===== config.mk =====
export PLATFORM = sky130hd
export DESIGN_NAME = sbsram_core
export DESIGN_NICKNAME = d
export VERILOG_FILES = /design/src/rtl/sbsram_pkg.sv /design/src/rtl/sbsram_cmd_dec.sv /design/src/rtl/sbsram_burst_addr.sv /design/src/rtl/sbsram_array.sv /design/src/rtl/sbsram_core.sv
export SDC_FILE = /design/constraint.sdc
export NUM_CORES = 1
export LEC_CHECK = 0
export BUFFER_PORTS_ARGS = -buffer_cell sky130_fd_sc_hd__buf_2
export CELL_PAD_IN_SITES_DETAIL_PLACEMENT = 0
export CELL_PAD_IN_SITES_GLOBAL_PLACEMENT = 1
export CORE_UTILIZATION = 55
export CTS_CLUSTER_SIZE = 28
export DETAILED_ROUTE_END_ITERATION = 8
export GPL_ROUTABILITY_DRIVEN = 0
export PLACE_DENSITY_LB_ADDON = 0.1
export SLEW_MARGIN = 25
export SYNTH_ARGS = -nofsm -noshare
export SYNTH_HDL_FRONTEND = slang
export SYNTH_SLANG_ARGS = --single-unit

===== constraint.sdc =====
create_clock -name clk -period 4 [get_ports clk]
set_clock_uncertainty 0.15 [all_clocks]
set_input_delay 0.2 -clock clk [delete_from_list [all_inputs] [get_ports clk]]
set_output_delay 0.2 -clock clk [all_outputs]
set_load 0.05 [all_outputs]

===== src/rtl/sbsram_pkg.sv =====
package sbsram_pkg;

    typedef enum logic [2:0] {
        OP_DESEL    = 3'd0,
        OP_RD_BEGIN = 3'd1,
        OP_WR_BEGIN = 3'd2,
        OP_CONT     = 3'd3,
        OP_SUSP     = 3'd4
    } cyc_op_e;

    // Low two address bits of a burst beat: linear adds, interleaved XORs.
    function automatic logic [1:0] beat_low(input logic [1:0] base,
                                            input logic [1:0] step,
                                            input logic       linear);
        return linear ? (base + step) : (base ^ step);
    endfunction

endpackage


===== src/rtl/sbsram_cmd_dec.sv =====
module sbsram_cmd_dec
    import sbsram_pkg::*;
#(
    parameter int LANES = 2
) (
    input  logic             en_a_n,
    input  logic             en_b,
    input  logic             en_c_n,
    input  logic             cpu_start_n,
    input  logic             ctl_start_n,
    input  logic             adv_n,
    input  logic             wr_all_n,
    input  logic             wr_byte_n,
    input  logic [LANES-1:0] lane_sel_n,
    output cyc_op_e          op,
    output logic [LANES-1:0] wr_fn
);

    logic selected;

    always_comb begin
        selected = !en_a_n && en_b && !en_c_n;

        if (!wr_all_n)       wr_fn = '1;
        else if (!wr_byte_n) wr_fn = ~lane_sel_n;
        else                 wr_fn = '0;

        if (!cpu_start_n && !en_a_n)
            op = selected ? OP_RD_BEGIN : OP_DESEL;
        else if (!ctl_start_n)
            op = !selected ? OP_DESEL :
                 (wr_fn != '0) ? OP_WR_BEGIN : OP_RD_BEGIN;
        else
            op = adv_n ? OP_SUSP : OP_CONT;
    end

endmodule


===== src/rtl/sbsram_burst_addr.sv =====
module sbsram_burst_addr
    import sbsram_pkg::*;
#(
    parameter int AW = 6
) (
    input  logic          clk,
    input  logic          rst_n,
    input  logic          load,
    input  logic          step,
    input  logic          linear,
    input  logic [AW-1:0] addr_in,
    output logic [AW-1:0] acc_addr
);

    typedef struct packed {
        logic [AW-1:0] base;
        logic [1:0]    cnt;
    } burst_t;

    burst_t b_d, b_q;

    always_comb begin
        b_d = b_q;
        if (load) begin
            b_d.base = addr_in;
            b_d.cnt  = 2'd0;
        end else if (step) begin
            b_d.cnt  = b_q.cnt + 2'd1;
        end
        acc_addr = {b_d.base[AW-1:2], beat_low(b_d.base[1:0], b_d.cnt, linear)};
    end

    always_ff @(posedge clk) begin
        if (!rst_n) b_q <= '0;
        else        b_q <= b_d;
    end

endmodule


===== src/rtl/sbsram_array.sv =====
module sbsram_array #(
    parameter int AW     = 6,
    parameter int LANES  = 2,
    parameter int LANE_W = 9
) (
    input  logic                    clk,
    input  logic [LANES-1:0]        we,
    input  logic [AW-1:0]           waddr,
    input  logic [LANES*LANE_W-1:0] wdata,
    input  logic [AW-1:0]           raddr,
    output logic [LANES*LANE_W-1:0] rdata
);

    localparam int DEPTH = 1 << AW;

    for (genvar g = 0; g < LANES; g++) begin : g_lane
        logic [LANE_W-1:0] mem [DEPTH];

        always_ff @(posedge clk) begin
            if (we[g]) mem[waddr] <= wdata[g*LANE_W +: LANE_W];
        end

        assign rdata[g*LANE_W +: LANE_W] = mem[raddr];
    end

endmodule


===== src/rtl/sbsram_core.sv =====
module sbsram_core
    import sbsram_pkg::*;
#(
    parameter int AW     = 6,
    parameter int LANES  = 2,
    parameter int LANE_W = 9
) (
    input  logic                    clk,
    input  logic                    rst_n,
    input  logic                    en_a_n,
    input  logic                    en_b,
    input  logic                    en_c_n,
    input  logic                    cpu_start_n,
    input  logic                    ctl_start_n,
    input  logic                    adv_n,
    input  logic                    wr_all_n,
    input  logic                    wr_byte_n,
    input  logic [LANES-1:0]        lane_sel_n,
    input  logic [AW-1:0]           addr,
    input  logic [LANES*LANE_W-1:0] wdata,
    input  logic                    flow_mode,
    input  logic                    lin_order,
    input  logic                    oe_n,
    output logic                    bus_en,
    output logic [LANES*LANE_W-1:0] bus_data,
    output logic [2:0]              cyc_op,
    output logic [LANES-1:0]        wr_lane
);

    localparam int DW = LANES * LANE_W;

    typedef struct packed {
        logic          active;
        logic          s1_en;
        logic          s1_dsel;
        logic [AW-1:0] s1_addr;
        logic          s2_en;
        logic [DW-1:0] s2_data;
    } core_t;

    core_t st_d, st_q;

    cyc_op_e          op;
    logic [LANES-1:0] wr_fn;
    logic [AW-1:0]    acc_addr;
    logic [DW-1:0]    arr_rdata;
    logic             is_begin, in_burst, burst_act, drive;
    logic [DW-1:0]    drive_data;

    sbsram_cmd_dec #(.LANES(LANES)) dec_i (
        .en_a_n(en_a_n), .en_b(en_b), .en_c_n(en_c_n),
        .cpu_start_n(cpu_start_n), .ctl_start_n(ctl_start_n), .adv_n(adv_n),
        .wr_all_n(wr_all_n), .wr_byte_n(wr_byte_n), .lane_sel_n(lane_sel_n),
        .op(op), .wr_fn(wr_fn)
    );

    sbsram_burst_addr #(.AW(AW)) burst_i (
        .clk(clk), .rst_n(rst_n),
        .load(is_begin), .step(op == OP_CONT && st_q.active),
        .linear(lin_order), .addr_in(addr), .acc_addr(acc_addr)
    );

    sbsram_array #(.AW(AW), .LANES(LANES), .LANE_W(LANE_W)) array_i (
        .clk(clk), .we(wr_lane), .waddr(acc_addr), .wdata(wdata),
        .raddr(st_q.s1_addr), .rdata(arr_rdata)
    );

    always_comb begin
        is_begin = (op == OP_RD_BEGIN) || (op == OP_WR_BEGIN);
        in_burst = (op == OP_CONT || op == OP_SUSP) && st_q.active;
        wr_lane  = (op == OP_WR_BEGIN || in_burst) ? wr_fn : '0;

        st_d         = st_q;
        st_d.active  = is_begin ? 1'b1 : (op == OP_DESEL) ? 1'b0 : st_q.active;
        st_d.s1_en   = (op == OP_RD_BEGIN) || (in_burst && wr_fn == '0);
        st_d.s1_dsel = (op == OP_DESEL);
        st_d.s1_addr = acc_addr;
        st_d.s2_en   = st_q.s1_en;
        st_d.s2_data = arr_rdata;

        // Flow-through holds the previous word one extra cycle after a deselect.
        if (flow_mode) begin
            drive      = st_q.s1_en || (st_q.s1_dsel && st_q.s2_en);
            drive_data = st_q.s1_en ? arr_rdata : st_q.s2_data;
        end else begin
            drive      = st_q.s2_en;
            drive_data = st_q.s2_data;
        end
        bus_en   = drive && !oe_n;
        bus_data = bus_en ? drive_data : '0;
        cyc_op   = op;
    end

    assign burst_act = st_q.active;

    always_ff @(posedge clk) begin
        if (!rst_n) st_q <= '0;
        else        st_q <= st_d;
    end

endmodule


==> metrics.md, run 1 <==
| Metric | Value |
|---|---|
| Failing checks | `hold timing` |
| Max FO, Critical Path | `18` |
| Initial antenna violation count | `6` |
| Vias in the first global route | `25,340` |
| Peak VDD IR | `0.4532 mV` |
| Cell area after synthesis | `46,760 µm²` |
| Clock root cell | `clkbuf_16` |
| DR vias/cell | `6.116` |
| Lkg Pwr | `16.48 nW` |
| Final Cell Area | `53,760 µm²` |
| Hold_sp | `wdata[3]` |
| Layout cells sized above 1 | `19.71%` |
| WHS Endpoint | `array_i.g_lane[0].mem[15][3]$_DFFE_PP_` |
| Die Wd | `293.6 µm` |
| Final Hold Fails | `1` |
| Post-synth top area cell | `edfxtp_1` |
| Max-slew violation count | `0` |
| R2r setup slk | `710 ps` |
| Htree depth | `3` |
| GRT Total Usage | `27.58%` |
| # clock sinks | `1,184` |
| Worst setup SP type | `register` |
| Nets | `2,953` |
| Synth cell types | `54` |
| Max-cap violations | `0` |
| Reg area | `35,240 µm²` |
| Vias | `25,360` |
| RSZ-0062 raised after global routing | `false` |
| Port-buffer cells | `62` |
| CTS tree | `built` |
| First-pass GRT wire length | `170,900 µm` |
| First drt pass iteration count | `5` |
| Fin crit share | `98.13%` |
| Cell total after placement | `3,896` |
| Hpwl dp | `75,700 µm` |
| Area Overhead vs Synth | `14.97%` |
| Non-filler cells, final | `4,146` |
| Most Crowded Layer GR | `met2` |
| Power Total | `0.02539 W` |
| Primary FF master, synth | `edfxtp_1` |
| Cells on worst reg2reg path | `7` |
| Starting density of the core | `55.70%` |
| Setup_tns | `0 ps` |
| Final core occ | `64.04%` |
| WS Path Type | `register to output port` |
| Register bit total from synthesis | `1,184` |
| Syn nets | `2,704` |
| Worst slew pin tran | `1111 ps` |
| Async S/R FF share, synth | `0%` |
| Largest net degree at the start of global routing | `68` |
| Die area | `86,200 µm²` |
| Grt ovf | `0` |
| Synthesis Warnings | `0` |
| Max_slew headroom | `25.94%` |
| DRC | `0` |
| Synth Instances | `2,664` |
| Clock latency on the worst-skew pair | `680 ps` |
| Rows | `106` |
| Number of fillers in the final layout | `5,924` |
| Post-synth EDFFs | `1,152` |
| Footprint of the multi-input gates | `10,800 µm²` |
| Critical path arrival | `3580 ps` |
| CP required | `3650 ps` |
| Worst hold slack | `-0.08837 ps` |
| Achievable Freq | `254.8 MHz` |
| Initial DRC count | `2,431` |
| Routed WL | `117,800 µm` |
| Clock Pin Slew Worst Setup and Hold Paths | `60 ps` |
| Core ar. | `83,950 µm²` |
| Seq/Total Area, Yosys | `75.34%` |
| I/O pin count | `63` |
| Post-synth top area share | `73.97%` |
| Nature of the critical path endpoint | `output port` |
| Routed Antenna Nets | `0` |
| Met1 usage | `37.20%` |
| Area post-placement | `49,550 µm²` |
| Fin crit period | `3925 ps` |
| CTS buffer count | `116` |
| WL/cell | `28.41 µm` |
| M3 GR Usage | `3.799%` |
| Met2 Track Usage GR | `46.30%` |
| Longest Clk Path Bufs | `3` |
| Launching point of the worst reg2reg path | `burst_i.b_q[5]$_SDFF_PN0_` |
| Synth area leaders | `edfxtp_1 74%, mux2i_1 10%, mux4_2 2.9%` |
| Hold Path Depth | `1` |
| Syn Area/Cell | `17.55 µm²` |
| Status | `finished, violations left` |
| Hold crit path type | `input port to register` |
| Die H | `293.6 µm` |
| Worst reg2reg endpoint | `array_i.g_lane[0].mem[19][5]$_DFFE_PP_` |
| PwrDens | `472.3 nW/µm²` |
| Setup-failing EPs final | `0` |
-- kinds of logic (layout without fill, tap and decap cells) --
family	count (synthesis)	after routing	synth area share, %
buf+inv	182	526	1.969
compound gates	312	312	4.455
other cells	0	3	0
xor+xnor	5	5	0.1632
fa+ha+maj	1	1	0.02675
mux	532	532	13.01
flops	1184	1184	75.34
simple gates	448	449	5.033
-- critical path, cell delays in order (launching register included) --
cell and delay, ps:
dfxtp_4 590, buf_4 300, nand4bb_1 210, buf_4 280
o21ai_0 140, nor3_1 390, nand4_1 380, nand2_1 190
o21ai_1 120, buf_2 260
-- metrics by stage --
step / setup slack (ps) / hold WS (ps)
2_1_floorplan: 825.5 / 148.9
3_3_place_gp: 366.0 / 292.6
3_5_place_dp: 271.3 / 303.9
4_1_cts: 16.44 / 7.480
5_1_grt: 2.579 / 17.22
6_report: 74.64 / -0.08837
-- report_power, final --
group,leakage [nW],switching (W),internal [W]
sequential,10.6,0.0000128,0.0136
clock,1.87,0.00454,0.00626
combinational,3.99,0.000673,0.000282
-- layer usage --
metal,vias to the layer above,part of all wire [%]
met5,-,0.033
met4,6,3.4
met3,193,6.3
met2,902,50
met1,13090,40
li1,11170,-
-- registers in the layout, indices dropped and copies added, names as in the netlist, named ones only --
signal and flops:
burst_act 1, array_i.g_lane.mem 1152, burst_i.b_q 8, st_q 20, st_d 1
-- worst max path at each step --
| stage | startpoint | end | slack, ps |
|---|---|---|---|
| 2_1_floorplan | en_a_n | array_i.g_lane[0].mem[37][0]$_DFFE_PP_ | 830 |
| 3_3_place_gp | en_a_n | array_i.g_lane[1].mem[13][1]$_DFFE_PP_ | 370 |
| 5_1_grt | register | bus_data[15] | 3 |
| 4_1_cts | burst_i.b_q[6]$_SDFF_PN0_ | bus_data[5] | 20 |
| 3_5_place_dp | en_a_n | array_i.g_lane[0].mem[33][5]$_DFFE_PP_ | 270 |
| 6_report | register | bus_data[15] | 70 |
-- Yosys cell counts (all sizes together), types with 2 or more instances --
master	n
a211oi	6
a21oi	21
a221oi	2
a22oi	125
a311oi	2
a31oi	3
a41oi	2
and2	10
and4b	2
buf	105
clkbuf	70
dfxtp	32
edfxtp	1152
inv	6
mux2	6
mux2i	466
mux4	60
nand2	71
nand2b	5
nand3	54
nand4	27
nand4b	3
nand4bb	3
nor2	88
nor2b	13
nor3	159
nor3b	3
nor4	2
nor4b	3
o21ai	53
o221ai	3
o22ai	91
or2	3
xnor2	2
xor2	2
-- area by class of cell --
type | count | share of cell area, %
clock inverter | 75 | 1.457
antenna | 3 | 0.01396
clock buffer | 139 | 5.599
sequential | 1184 | 65.55
inverter | 7 | 0.04887
multi-input combinational | 1299 | 20.10
timing repair buffer | 305 | 4.594
tap | 1134 | 2.639
-- cells in the final DEF (no fill, tap or decap), drive strengths merged, types with 3 or more instances in the layout --
cell type,Yosys,final
edfxtp,1152,1152
mux2i,466,466
buf,105,278
nor3,159,159
clkbuf,70,139
a22oi,125,125
o22ai,91,91
nor2,88,88
nand2,71,71
mux4,60,60
clkinv,1,60
nand3,54,54
o21ai,53,53
dfxtp,32,32
nand4,27,27
dlygate4sd3,0,27
a21oi,21,21
bufinv,0,14
nor2b,13,14
and2,10,10
inv,6,7
a211oi,6,6
mux2,6,6
nand2b,5,5
diode,0,3
or2,3,3
o221ai,3,3
nand4bb,3,3
nand4b,3,3
nor4b,3,3
nor3b,3,3
a31oi,3,3
-- timing repair --
action	in CTS	in global routing
gates cloned	0	1
endpoints found under the setup margin	15	9
setup buffers	4	0
gates resized for setup	5	4
hold buffers	25	2
hold endpoints to repair	149	63
(Power assumes the default switching activity.)
==> inputs of run 2 (changes only) <==
- BUFFER_PORTS_ARGS: -buffer_cell sky130_fd_sc_hd__buf_2 -> unset
- DONT_BUFFER_PORTS: unset -> 1
==> metrics.md, run 2 (synthesis gave the netlist of run 1 again) <==
| Metric | Value |
|---|---|
| Clock latency on the worst-skew pair | `710 ps (was 680 ps)` |
| Crit-path slowest cell | `mux4_2 (was dfxtp_4)` |
| Placement Setup Slack | `116.8 ps (was 271.3 ps)` |
| Max-cap violations | `0 (unchanged)` |
| Hold crit path type | `input port to register (unchanged)` |
| Max reg flops | `1,152 (unchanged)` |
| Max FO, Critical Path | `51 (was 18)` |
| Lkg Pwr | `16.57 nW (was 16.48 nW)` |
| Fin crit share | `98.08% (was 98.13%)` |
| First-pass GRT wire length | `173,700 µm (was 170,900 µm)` |
| Largest regs | `array_i.g_lane.mem (1152), st_q (20), burst_i.b_q (8) (unchanged)` |
| Met1 usage | `38.25% (was 37.20%)` |
| Vias | `25,440 (was 25,360)` |
| Port-buffer cells | `0 (was 62)` |
| Top delay family on crit path | `multiplexers (was simple AND/OR/NAND/NOR gates)` |
| Most used cell, CP | `buf_4 (unchanged)` |
| Max incr delay on CP | `560 ps (was 590 ps)` |
| Layout cells sized above 1 | `18.87% (was 19.71%)` |
| Htree depth | `3 (unchanged)` |
| Rows | `106 (unchanged)` |
| Largest net degree at the start of global routing | `65 (was 68)` |
| Nets | `2,936 (was 2,953)` |
| Met2 Track Usage GR | `46.81% (was 46.30%)` |
| Largest Register | `array_i.g_lane.mem (unchanged)` |
| CP required | `3650 ps (about the same)` |
| Die Wd | `293.6 µm (unchanged)` |
| Setup-failing EPs final | `0 (unchanged)` |
| Final worst slack | `76.79 ps (was 74.64 ps)` |
| GRT Total Usage | `28.05% (was 27.58%)` |
| CTS buffer count | `117 (was 116)` |
| Longest Clk Path Bufs | `3 (unchanged)` |
| Cell total after placement | `3,840 (was 3,896)` |
| Critical path arrival | `3570 ps (was 3580 ps)` |
| Starting density of the core | `55.70% (unchanged)` |
| Clock Pin Slew Worst Setup and Hold Paths | `60 ps (about the same)` |
| I/O pin count | `63 (unchanged)` |
| Routed Antenna Nets | `0 (unchanged)` |
| DRC | `0 (unchanged)` |
| Most Crowded Layer GR | `met2 (unchanged)` |
| Setup_tns | `0 ps (unchanged)` |
| Worst setup SP type | `register (unchanged)` |
| Core ar. | `83,950 µm² (unchanged)` |
| Area post-placement | `49,240 µm² (was 49,550 µm²)` |
| RSZ-0062 raised after global routing | `false (unchanged)` |
| Worst-path cell chain | `buf_12 > buf_16 > mux4_2 > mux2_2 > o221ai_1 > nor3_1 > a21oi_1 > buf_4 > o21ai_1 > buf_4 (was buf_4 > nand4bb_1 > buf_4 > o21ai_0 > nor3_1 > nand4_1 > nand2_1 > o21ai_1 > buf_2)` |
| Clock root cell | `clkbuf_16 (unchanged)` |
| Worst path bufs/invs | `4 (was 3)` |
| Worst hold slack | `31.07 ps (was -0.08837 ps)` |
| CTS tree | `built (unchanged)` |
| Routed WL | `119,500 µm (was 117,800 µm)` |
| Most frequent cells in the layout | `1,152 x edfxtp_1, 466 x mux2i_1, 204 x buf_4, 125 x a22oi_1, 117 x clkbuf_16 (was 1,152 x edfxtp_1, 466 x mux2i_1, 205 x buf_4, 124 x a22oi_1, 117 x clkbuf_16)` |
| Die area | `86,200 µm² (unchanged)` |
| Achievable Freq | `254.9 MHz (was 254.8 MHz)` |
| Worst slew pin tran | `1073 ps (was 1111 ps)` |
| Initial DRC count | `2,703 (was 2,431)` |
| Nature of the critical path endpoint | `output port (unchanged)` |
| Max-slew violation count | `0 (unchanged)` |
| Peak VDD IR | `0.5028 mV (was 0.4532 mV)` |
| Area Overhead vs Synth | `16.11% (was 14.97%)` |
| Non-filler cells, final | `4,136 (was 4,146)` |
| M3 GR Usage | `4.471% (was 3.799%)` |
| Max_slew headroom | `27.96% (was 25.94%)` |
| Hpwl dp | `75,290 µm (was 75,700 µm)` |
| DR vias/cell | `6.150 (was 6.116)` |
| First drt pass iteration count | `5 (unchanged)` |
| Final Hold Fails | `0 (was 1)` |
| Vias in the first global route | `25,290 (was 25,340)` |
| WL/cell | `28.89 µm (was 28.41 µm)` |
| Most common cell after layout, fill and taps aside | `edfxtp_1 (unchanged)` |
| Final Cell Area | `54,300 µm² (was 53,760 µm²)` |
| PwrDens | `471.9 nW/µm² (was 472.3 nW/µm²)` |
| Die H | `293.6 µm (unchanged)` |
| # clock sinks | `1,184 (unchanged)` |
| Status | `completed (was finished, violations left)` |
| Initial antenna violation count | `6 (unchanged)` |
| Grt ovf | `0 (unchanged)` |
| WS Path Type | `register to output port (unchanged)` |
| Fin crit period | `3923 ps (was 3925 ps)` |
run 2: area by class of cell:
| type | count | area, µm² |
|---|---|---|
| clock buffer | 138 | 3017 |
| clock inverter | 84 | 858.3 |
| fill | 5847 | 29660 |
| multi-input combinational | 1298 | 10820 |
| timing repair buffer | 288 | 2907 |
| sequential | 1184 | 35250 |
| inverter | 7 | 27.53 |
| antenna | 3 | 7.507 |
| tap | 1134 | 1419 |
run 2: what timing repair did:
item | 4_1_cts | 5_1_grt
setup endpoints to repair | 16 | 3
setup buffers | 4 | 5
hold endpoints to repair | 1177 | 0
gates resized for setup | 2 | 5
hold buffers | 62 | 0
run 2: path summary, 6_finish.rpt:
check	cells past startpoint	to	slack, ps	startpoint
hold reg to reg	2	burst_i.b_q[3]$_SDFF_PN0_	310	burst_i.b_q[3]$_SDFF_PN0_
setup reg to reg	8	array_i.g_lane[0].mem[56][4]$_DFFE_PP_	720	burst_act$_SDFFE_PN0P_
setup / recovery	10	bus_data[10]	80	register
hold / removal	4	burst_i.b_q[3]$_SDFF_PN0_	30	en_a_n
run 2: power breakdown:
| group | total (W) | switching [W] | leakage [nW] | internal [W] |
|---|---|---|---|---|
| clock | 0.0110 | 0.00462 | 1.88 | 0.00636 |
| sequential | 0.0136 | 0.0000122 | 10.6 | 0.0136 |
| combinational | 0.00101 | 0.000685 | 4.07 | 0.000326 |
| total | 0.0256 | 0.00532 | 16.6 | 0.0203 |
run 2: through the flow:
| stage | util, % | power, W |
|---|---|---|
| finish | 64.68 | 0.02562 |
| global route | 64.67 | 0.02628 |
| CTS | 64.48 | 0.02576 |
| detailed placement | 58.65 | 0.01457 |
| global placement | 58.60 | 0.01456 |
| floorplan | - | 0.01432 |
run 2: worst min-delay path: cells and delay by family:
| kind | cells | cell delay [ps] |
|---|---|---|
| simple gates | 3 | 540 |
| compound gates | 1 | 80 |
run 2: metal layers:
layer	wire length [µm]	vias to the layer above
met1	48840	13070
li1	-	11160
met5	65	-
met2	59300	969
met4	3604	8
met3	7677	229
==> inputs of run 3 (changes only) <==
- REMOVE_ABC_BUFFERS: unset -> 1
- clock period: 4 -> 4.65 ns (I/O delays scaled with it)
==> metrics.md, run 3 (synthesis gave the netlist of run 1 again) <==
| Metric | Value |
|---|---|
| Lkg Pwr | `16.32 nW (was 16.57 nW)` |
| Cells on worst reg2reg path | `8 (unchanged)` |
| Most frequent cells in the layout | `1,152 x edfxtp_1, 466 x mux2i_1, 156 x buf_4, 125 x a22oi_1, 121 x clkbuf_16 (was 1,152 x edfxtp_1, 466 x mux2i_1, 204 x buf_4, 125 x a22oi_1, 117 x clkbuf_16)` |
| Largest net degree at the start of global routing | `82 (was 65)` |
| Non-filler cells, final | `4,064 (was 4,136)` |
| Clock Pin Slew Worst Setup and Hold Paths | `60 ps (about the same)` |
| WS Path Type | `input port to register (was register to output port)` |
| Nets | `2,871 (was 2,936)` |
| Port-buffer cells | `0 (unchanged)` |
| Hold Path Depth | `5 (was 4)` |
| Fin crit period | `4477 ps` |
| First drt pass iteration count | `8 (was 5)` |
| Fin crit share | `96.27%` |
| Clock latency on the worst-skew pair | `670 ps (was 710 ps)` |
| WHS Endpoint | `burst_i.b_q[0]$_SDFF_PN0_ (was burst_i.b_q[3]$_SDFF_PN0_)` |
| Most common cell after layout, fill and taps aside | `edfxtp_1 (unchanged)` |
| CP required | `4790 ps (was 3650 ps)` |
| GRT Total Usage | `27.53% (was 28.05%)` |
| Post-CTS setup buffer count | `0 (was 4)` |
| Worst slew pin tran | `1139 ps (was 1073 ps)` |
| Area Overhead vs Synth | `15.39% (was 16.11%)` |
| Area post-placement | `48,850 µm² (was 49,240 µm²)` |
| Final Cell Area | `53,960 µm² (was 54,300 µm²)` |
| PwrDens | `417.5 nW/µm² (was 471.9 nW/µm²)` |
| Proportion of power drawn by combinational gates | `3.7% (was 3.9%)` |
| Routed Antenna Nets | `0 (unchanged)` |
| Final Hold Fails | `0 (unchanged)` |
| Routed WL | `117,500 µm (was 119,500 µm)` |
| Hold_sp | `cpu_start_n (was en_a_n)` |
| Hpwl dp | `73,180 µm (was 75,290 µm)` |
| Cell total after placement | `3,789 (was 3,840)` |
| RSZ-0062 raised after global routing | `false (unchanged)` |
| R2r setup slk | `1060 ps (was 720 ps)` |
| Rows | `106 (unchanged)` |
| Hold crit path type | `input port to register (unchanged)` |
| Max_slew headroom | `24.01% (was 27.96%)` |
| Largest Register | `array_i.g_lane.mem (unchanged)` |
| Internal power | `0.01806 W (was 0.02030 W)` |
| Worst setup SP type | `input port (was register)` |
| Max reg flops | `1,152 (unchanged)` |
| CTS tree | `built (unchanged)` |
| Achievable Freq | `223.4 MHz` |
| Clock root cell | `clkbuf_16 (unchanged)` |
| Grt ovf | `0 (unchanged)` |
| Vias in the first global route | `24,430 (was 25,290)` |
| # clock sinks | `1,184 (unchanged)` |
| Launching point of the worst reg2reg path | `burst_act$_SDFFE_PN0P_ (unchanged)` |
| Status | `completed (unchanged)` |
| Ant diodes | `0 (was 3)` |
| Max-cap violations | `0 (unchanged)` |
| Worst reg2reg endpoint | `array_i.g_lane[0].mem[48][4]$_DFFE_PP_ (was array_i.g_lane[0].mem[56][4]$_DFFE_PP_)` |
| Final worst slack | `173.3 ps (was 76.79 ps)` |
| Starting density of the core | `55.70% (unchanged)` |
| DR vias/cell | `6.201 (was 6.150)` |
| Core ar. | `83,950 µm² (unchanged)` |
| Switch Pwr | `0.004469 W (was 0.005319 W)` |
| Critical path arrival | `4620 ps (was 3570 ps)` |
| Die H | `293.6 µm (unchanged)` |
| First-pass GRT wire length | `169,500 µm (was 173,700 µm)` |
| Max-slew violation count | `0 (unchanged)` |
| Die Wd | `293.6 µm (unchanged)` |
| Initial DRC count | `2,709 (was 2,703)` |
| Largest regs | `array_i.g_lane.mem (1152), st_q (20), burst_i.b_q (8) (unchanged)` |
| Peak VDD IR | `0.4856 mV (was 0.5028 mV)` |
| Vias | `25,200 (was 25,440)` |
| Max FO, Critical Path | `12 (was 51)` |
| Setup-failing EPs final | `0 (unchanged)` |
| Initial antenna violation count | `2 (was 6)` |
| Nature of the critical path endpoint | `register (was output port)` |
| Htree depth | `3 (unchanged)` |
| Die area | `86,200 µm² (unchanged)` |
| Sequential power share | `52.1% (was 53.2%)` |
| Placement Setup Slack | `469.8 ps (was 116.8 ps)` |
| CTS buffer count | `117 (unchanged)` |
| Clock share of power | `44.2% (was 42.9%)` |
| Layout cells sized above 1 | `18.02% (was 18.87%)` |
| Sw Share | `19.84% (was 20.76%)` |
| I/O pin count | `63 (unchanged)` |
| WL/cell | `28.91 µm (was 28.89 µm)` |
| DRC | `0 (unchanged)` |
| Longest Clk Path Bufs | `3 (unchanged)` |
[run 3: critical path: stages]
cell	delay (ps)
dlygate4sd3_1	630
nand2_1	110
dlygate4sd3_1	560
nand2_1	50
dlygate4sd3_1	590
nand2_1	90
nand2_1	70
ha_1	410
nor2b_1	220
nand2_1	560
buf_4	400
nor3_2	680
[run 3: routing by layer]
metal	vias up	GRT usage, %	wire length, µm
li1	11030	-	-
met1	12980	42.18	51120
met2	1050	41.28	53290
met3	142	5.045	10690
met4	0	6.326	2406
met5	-	0	0
[run 3: layout make-up]
type | count | area [µm²]
inverters | 7 | 26.28
multi-input cells | 1298 | 10920
clock inverters | 73 | 955.9
clock buffers | 145 | 3138
well taps | 1134 | 1419
fillers | 5788 | 29990
flip-flops and latches | 1184 | 35240
repair buffers | 223 | 2257
[run 3: worst max-delay path by stage]
stage	startpoint	to	slack (ps)	depth (start not counted)
finish	ctl_start_n	array_i.g_lane[0].mem[48][4]$_DFFE_PP_	170	12
global route	ctl_start_n	array_i.g_lane[0].mem[48][3]$_DFFE_PP_	90	12
CTS	ctl_start_n	array_i.g_lane[0].mem[2][1]$_DFFE_PP_	210	11
detailed placement	en_a_n	array_i.g_lane[0].mem[2][4]$_DFFE_PP_	470	8
global placement	en_a_n	array_i.g_lane[1].mem[48][8]$_DFFE_PP_	630	9
floorplan	register	bus_data[10]	-16190	6
[run 3: metrics by stage]
stage | power [W] | utilization, % | hold WS (ps) | TNS, ps
after global placement | 0.01252 | 58.08 | 186.1 | 0
after floorplan | 0.01253 | - | 181.4 | -736370
final | 0.02253 | 64.27 | 52.02 | 0
after global routing | 0.02307 | 64.27 | 78.59 | 0
after detailed placement | 0.01252 | 58.18 | 185.2 | 0
after CTS | 0.02262 | 64.11 | 10.80 | 0
[run 3: timing repair]
action / 4_1_cts / 5_1_grt
hold buffers: 57 / 0
gates resized for setup: 0 / 0
endpoints found under the hold margin: 1184 / 0
[run 3: power groups by stage]
stage                     Sequential [W]  Clock [W]  Combinational, W
after floorplan                   0.0120          0          0.000526
after global placement            0.0120          0          0.000557
after detailed placement          0.0120          0          0.000562
after CTS                         0.0117     0.0100          0.000836
after global routing              0.0117     0.0105          0.000879
final                             0.0117    0.00995          0.000840
